<file path="config.mk">
export PLATFORM = sky130hd
export DESIGN_NAME = wdog_guard
export DESIGN_NICKNAME = d
export VERILOG_FILES = /design/src/rtl/wdog_pkg.sv /design/src/rtl/wdog_regs.sv /design/src/rtl/wdog_count.sv /design/src/rtl/wdog_guard.sv
export SDC_FILE = /design/constraint.sdc
export NUM_CORES = 1
export LEC_CHECK = 0
export ABC_CLOCK_PERIOD_IN_PS = 5900
export BUFFER_PORTS_ARGS = -buffer_cell sky130_fd_sc_hd__buf_2
export CELL_PAD_IN_SITES_DETAIL_PLACEMENT = 0
export CELL_PAD_IN_SITES_GLOBAL_PLACEMENT = 1
export CORE_UTILIZATION = 46
export DETAILED_ROUTE_END_ITERATION = 6
export PLACE_DENSITY_LB_ADDON = 0.1
export SLEW_MARGIN = 20
export SYNTH_ARGS = -nofsm -noshare
export SYNTH_HDL_FRONTEND = slang
export SYNTH_SLANG_ARGS = --single-unit
</file>
<file path="constraint.sdc">
create_clock -name clk -period 5.9 [get_ports clk]
set_input_delay 0.885 -clock clk [delete_from_list [all_inputs] [get_ports clk]]
set_output_delay 0.885 -clock clk [all_outputs]
set_load 0.05 [all_outputs]
</file>
<file path="src/rtl/wdog_pkg.sv">
package wdog_pkg;
    localparam int          SEL_W     = 3;
    localparam logic [7:0]  KICK_KEY  = 8'hAC;
    localparam logic [7:0]  KICK_READ = 8'h9A;
    localparam logic [2:0]  MODE_TOP  = 3'b011;

    typedef struct packed {
        logic             written;
        logic             halted;
        logic [SEL_W-1:0] sel;
    } mode_state_t;

    typedef struct packed {
        logic pending;
        logic pulse;
    } req_state_t;
endpackage

</file>
<file path="src/rtl/wdog_regs.sv">
module wdog_regs
    import wdog_pkg::*;
#(
    parameter int              ADDR_W    = 4,
    parameter logic [ADDR_W-1:0] MODE_ADDR = 4'h8,
    parameter logic [ADDR_W-1:0] KICK_ADDR = 4'h9,
    parameter int              DEF_SEL   = 7
) (
    input  logic              clk,
    input  logic              rst_n,
    input  logic              may_stop,
    input  logic [ADDR_W-1:0] bus_addr,
    input  logic              bus_we,
    input  logic [7:0]        bus_wdata,
    input  logic              bus_bitop,
    output logic [SEL_W-1:0]  sel,
    output logic              halted,
    output logic              kick,
    output logic              illegal,
    output logic [7:0]        bus_rdata
);
    mode_state_t st_d, st_q;
    logic        mode_hit, kick_hit;
    logic        wdata_unused;

    // bits 7:5 and 3 of a mode write carry no function
    assign wdata_unused = &{1'b0, bus_wdata[7:5], bus_wdata[3]};

    always_comb begin
        st_d     = st_q;
        kick     = 1'b0;
        illegal  = 1'b0;
        mode_hit = bus_we && (bus_addr == MODE_ADDR);
        kick_hit = bus_we && (bus_addr == KICK_ADDR);
        if (mode_hit && !bus_bitop) begin
            if (st_q.written) begin
                illegal = 1'b1;
            end else begin
                st_d.written = 1'b1;
                st_d.halted  = may_stop & bus_wdata[4];
                st_d.sel     = bus_wdata[SEL_W-1:0];
            end
        end
        if (kick_hit) begin
            if (bus_bitop || (bus_wdata != KICK_KEY)) illegal = 1'b1;
            else                                      kick    = 1'b1;
        end
    end

    always_comb begin
        if (bus_addr == MODE_ADDR)      bus_rdata = {MODE_TOP, st_q.halted, 1'b0, st_q.sel};
        else if (bus_addr == KICK_ADDR) bus_rdata = KICK_READ;
        else                            bus_rdata = 8'h00;
    end

    always_ff @(posedge clk or negedge rst_n) begin
        if (!rst_n) st_q <= '{written: 1'b0, halted: 1'b0, sel: SEL_W'(DEF_SEL)};
        else        st_q <= st_d;
    end

    assign sel    = st_q.sel;
    assign halted = st_q.halted;
endmodule

</file>
<file path="src/rtl/wdog_count.sv">
module wdog_count
    import wdog_pkg::*;
#(
    parameter int MIN_EXP = 10
) (
    input  logic             clk,
    input  logic             rst_n,
    input  logic             run,
    input  logic             kick,
    input  logic [SEL_W-1:0] sel,
    output logic             wrap
);
    localparam int CNT_W = MIN_EXP + (1 << SEL_W) - 1;

    typedef struct packed {
        logic [CNT_W-1:0] cnt;
    } cnt_state_t;

    cnt_state_t       st_d, st_q;
    logic [CNT_W:0]   span;
    logic [CNT_W-1:0] last;

    always_comb begin
        span = (CNT_W+1)'(1) << (MIN_EXP + int'(sel));
        last = span[CNT_W-1:0] - CNT_W'(1);
        st_d = st_q;
        wrap = 1'b0;
        if (kick) begin
            st_d.cnt = '0;
        end else if (run) begin
            if (st_q.cnt == last) begin
                st_d.cnt = '0;
                wrap     = 1'b1;
            end else begin
                st_d.cnt = st_q.cnt + CNT_W'(1);
            end
        end
    end

    always_ff @(posedge clk or negedge rst_n) begin
        if (!rst_n) st_q <= '{cnt: '0};
        else        st_q <= st_d;
    end
endmodule

</file>
<file path="src/rtl/wdog_guard.sv">
module wdog_guard
    import wdog_pkg::*;
#(
    parameter int                ADDR_W    = 4,
    parameter logic [ADDR_W-1:0] MODE_ADDR = 4'h8,
    parameter logic [ADDR_W-1:0] KICK_ADDR = 4'h9,
    parameter int                MIN_EXP   = 10,
    parameter int                DEF_SEL   = 7
) (
    input  logic              clk,
    input  logic              rst_n,
    input  logic              src_clk_en,
    input  logic              may_stop,
    input  logic [ADDR_W-1:0] bus_addr,
    input  logic              bus_we,
    input  logic [7:0]        bus_wdata,
    input  logic              bus_bitop,
    output logic [7:0]        bus_rdata,
    output logic              rst_req
);
    logic [SEL_W-1:0] sel;
    logic             halted, kick, illegal, wrap, run;
    req_state_t       rq_d, rq_q;

    wdog_regs #(
        .ADDR_W(ADDR_W), .MODE_ADDR(MODE_ADDR), .KICK_ADDR(KICK_ADDR), .DEF_SEL(DEF_SEL)
    ) u_regs (
        .clk(clk), .rst_n(rst_n), .may_stop(may_stop), .bus_addr(bus_addr),
        .bus_we(bus_we), .bus_wdata(bus_wdata), .bus_bitop(bus_bitop),
        .sel(sel), .halted(halted), .kick(kick), .illegal(illegal), .bus_rdata(bus_rdata)
    );

    // a software stop looks like a source clock that never comes back
    assign run = src_clk_en & ~halted;

    wdog_count #(.MIN_EXP(MIN_EXP)) u_count (
        .clk(clk), .rst_n(rst_n), .run(run), .kick(kick), .sel(sel), .wrap(wrap)
    );

    always_comb begin
        rq_d.pending = rq_q.pending | illegal;
        rq_d.pulse   = 1'b0;
        if (run) begin
            rq_d.pulse   = rq_d.pending | wrap;
            rq_d.pending = 1'b0;
        end
    end

    always_ff @(posedge clk or negedge rst_n) begin
        if (!rst_n) rq_q <= '{pending: 1'b0, pulse: 1'b0};
        else        rq_q <= rq_d;
    end

    assign rst_req = rq_q.pulse;
endmodule

</file>
## Word level (Yosys, flattened, before mapping)

Index checks and enable logic that the tools add are counted.

- Register bits: 24
- Latch bits: 0
- Memory bits (writable): 0
- ROM bits: 0
- Output and inout port bits: 9
- Logic and storage cells: 42
- Memories kept: 0

- $add $sub $neg: 3
- $mul: 0
- Div/mod/pow operators: 0
- Magnitude comparators: 0
- Equal/unequal tests: 4
- Shifts and indexed selects: 1
- Muxes and demuxes: 15
- Bitwise logic cells: 6
- Reductions and logical operators: 7

Operator list:

| kind | number |
|---|---|
| 2-to-1 mux 17 bit | 3 |
| << shifter 1 x 32 -> 17 bit, first input constant | 1 |
| adder 17 x 1 -> 17 bit, second input constant | 1 |
| equality test 17 bit | 1 |
| subtractor 17 x 1 -> 17 bit, second input constant | 1 |
| 2-to-1 mux 8 bit | 2 |
| 2-to-1 mux 1 bit | 9 |
| equality test 4 bit, second input constant | 2 |
| != test 8 bit, second input constant | 1 |
| adder 4 x 3 -> 5 bit, first input constant | 1 |
| logical AND 1 bit | 3 |
| bitwise AND 1 bit | 2 |
| 2-to-1 mux 2 bit | 1 |
| inverter 1 bit | 2 |
| bitwise OR 1 bit | 2 |
| AND reduction 2 bit | 1 |
| nonzero test 2 bit | 1 |
| logical NOT 1 bit | 1 |
| logical OR 1 bit | 1 |

## Depth between registers and ports, before layout

- Depth in word-level cells: 9
- Depth in mapped cells: 7

## Hierarchy

Synthesis repeated with hierarchy kept, for this count alone.

- Cells, all modules: 178
- Area, all modules: 1,809.2 sq um

By module, submodules not included:

| module | times used | cells an instance | area an instance (sq um) | seq. area each (sq um) |
|---|---|---|---|---|
| wdog_count | 1 | 138 | 1,343.8 | 425.4 |
| wdog_regs | 1 | 34 | 385.4 | 128.9 |
| wdog_guard | 1 | 6 | 80.1 | 50.0 |

## Worst setup path before layout

OpenSTA, ideal clock, no wires.

- Path kind: input to output
- From: in bus_addr[1]
- To: out bus_rdata[0]
- Arrival: 2.245 ns
- Required time: 5.015 ns
- Setup slack: 2.770 ns
- Stages on the path: 3
- Path through: nor3b_1 and2b_1 and2_1

- Longest elaborated chain between the ends: 2

Ends and longest elaborated chain:

| item | line | RTL |
|---|---|---|
| start, declared | wdog_guard.sv:14 | `input logic [ADDR_W-1:0] bus_addr,` |
| equality test 4 bit | wdog_regs.sv:51 | `if (bus_addr == MODE_ADDR) bus_rdata = {MODE_TOP, st_q.halted, 1'b0, st_q.sel};` |
| 2-to-1 mux 8 bit | wdog_regs.sv:51 |  |
| end, declared | wdog_guard.sv:18 | `output logic [7:0] bus_rdata,` |

No other way between the ends.

## Final worst setup path

Same ends and word-level chain as after synthesis.

==> out/metrics.yaml <==
firstDrtPassIters: 4
fp.dieH_um: 61.1
dp.cells: 227
peakVddDrop_mv: 0.137
outcome: "completed"
grt_remaining_overflow: 0
regArea_um2: 604
fin_total_pwr_uw: 490
num_vias: 1302
fin_crit_ns: 2.95
dpl.hpwl_um: 2550
die_w_um: 61.1
preCtsSetupSlack_ns: 2.95
critPathRequiredTime_ns: 5.02
grt_pass1_vias: 1198
pin_count: 27
root_buffer: "clkbuf_4"
setup_ws_ns: 2.95
rsz0062_at_grt: "false"
antenna_found_initial: 0
grt_max_degree: 25
end_kind: "output pin"
ant_nets: 0
crit_path_max_fanout: 6
grt_pass1_wl_um: 5750
synthesis.area_um2: 1610
clk_latency_ns: 0.33
synth_area_leader_cell: "dfrtp_1"
setup_tns_ns: 0
coreArea_um2: 3340
max_freq_mhz: 339
async_flop_share_pct: 100
rows: 21
post_drt_wl_per_cell_um: 14.9
cts_tree: "yes"
p_per_area_nw_per_um2: 269
drt-initial-drc-count: 54
post_cts_buffers: 0
synth_area_per_cell_um2: 9.99
gp_congestion: 0.768
die_area_um2: 3740
grt_usage_pct: 21.0
yosysWarnings: 0
route.detailed.drc: 0
crit_arrival_ns: 2.07
leakagePower_uw: 0.000770
synth_nets: 186
crit_type: "in2out"
hold_buffers: 0
cts_resized: 0
wirelength_um: 3430
yosysTopAreaCellShare_pct: 32.7
synthCells: 161
antenna_cells: 0
via_per_inst: 5.64
numCtsBuffers: 3
area_growth_pct: 13.1
cts_buffer_depth: 2
drive_gt1_share_pct: 24.3
clk_pin_slew_worst_paths_ns: 0.15
slew_headroom_pct: 46.7
multi_input_area_um2: 960
port_buffers: 26
ys_seq_elements: 24
synth-main-ff-cell: "dfrtp_1"
final.setup_skew_ns: 0.0160
final_cells: 231
finalSetupViolCount: 0
fin_util_pct: 54.5
worst_pin_slew_ns: 0.799
startpoint_type: "input port"
ys_seq_area_share_pct: 37.6
drv_slew: 0
synthTopCellsByArea: "dfrtp_1 33%, ha_1 5.4%, dfstp_2 4.9%, xor2_1 4.9%, a211oi_1 3.7%"
hold_viol: 0
synth_edf_count: 0
n_fill_cell: 327
min_path_type: "reg2reg"
initial_core_util_pct: 48.2
maxCapViolations: 0
final_nets: 211
period_share_pct: 50.0
cts_max_level: 1
clock-sinks: 24
synth.distinct_cells: 48
-- cell type report --
cell class                 count  area share (%)
multi-input combinational    127            52.8
sequential                    24            33.2
timing repair buffer          26            7.15
tap                           46            3.16
clock inverter                 1            1.65
clock buffer                   3            1.24
inverter                       4           0.825
-- critical path, cell delays in order --
cell and delay [ns]:
buf_2 0.10, nor3b_1 0.42, and2b_1 0.27, and2_1 0.14
buf_2 0.25
-- Yosys cell counts (4+ instances only) --
library cell and count:
nor4_1 4, ha_1 7, nand3_1 10, nor2_1 8, and2_1 5, nand4_1 5, xnor2_1 5, a211oi_1 8
xor2_1 9, inv_1 4, dfrtp_1 21, nand3b_1 4, o21ai_0 4, nand2_1 12
-- path summary, 6_finish.rpt --
check	from	end	slack, ns	depth (start not counted)
max reg2reg	u_regs.sel[1]	u_count.st_q[5]	3.30	7
max in group asynchronous	rst_n	u_regs.sel[1]	5.00	1
min in group asynchronous	rst_n	u_count.st_q[7]	0.51	1
min	u_count.st_q[8]	u_count.st_q[8]	0.50	1
max	bus_addr[1]	bus_rdata[0]	2.95	5
min reg2reg	u_count.st_q[8]	u_count.st_q[8]	0.50	1
-- state kept, by name (all words and copies together), names as in the netlist --
| name | cells |
|---|---|
| rq_q | 1 |
| u_regs.halted | 1 |
| u_regs.sel | 3 |
| u_regs.st_q | 1 |
| rst_req | 1 |
| u_count.st_q | 17 |
-- through the flow --
step                cell area, um^2  hold slack, ns
finish                         1820           0.500
global route                   1820           0.525
global placement               1770           0.468
CTS                            1820           0.502
detailed placement             1770           0.482
floorplan                      1610           0.450
-- report_power, final --
part | total (uW) | leakage (uW) | switching, uW | internal, uW
clock network | 123 | 0.0000279 | 54.0 | 68.8
logic | 139 | 0.000437 | 79.2 | 59.6
registers | 228 | 0.000305 | 34.9 | 193
-- placed cells by master (no fill, tap or decap), types with 2 or more instances in the layout --
cell type,Yosys,routed
a211oi_1,8,8
and2_1,5,5
and4b_1,2,2
buf_2,0,26
clkbuf_4,0,3
dfrtp_1,21,21
dfstp_2,3,3
ha_1,7,7
inv_1,4,4
mux2_2,3,3
nand2_1,12,12
nand3_1,10,10
nand3b_1,4,4
nand4_1,5,5
nor2_1,8,8
nor2b_1,3,3
nor3_1,3,3
nor3b_1,2,2
nor4_1,4,4
nor4b_1,2,2
o211ai_1,2,2
o21a_1,2,2
o21ai_0,4,4
o31ai_1,3,3
or3_1,2,2
or4_1,3,3
xnor2_1,5,5
xor2_1,9,9
-- cells by family (layout without fill, tap and decap cells) --
logic type / Yosys count / after routing / share of synthesized area [%]
and+or+nand+nor: 74 / 74 / 28.8
AOI/OAI and AO/OA: 25 / 25 / 11.4
DFF: 24 / 24 / 37.6
xor gates and xnor gates: 16 / 16 / 10.3
buffers and inverters: 10 / 34 / 2.80
adders and majority gates: 7 / 7 / 5.44
muxes: 5 / 5 / 3.58
-- per-layer routing --
layer / part of all wire [%] / global-route usage (%)
met2: 47 / 34.0
met1: 49 / 29.6
met5: 0 / 0
met4: 1.0 / 5.84
met3: 3.6 / 2.52
Power figures use the tool's default switching activity.
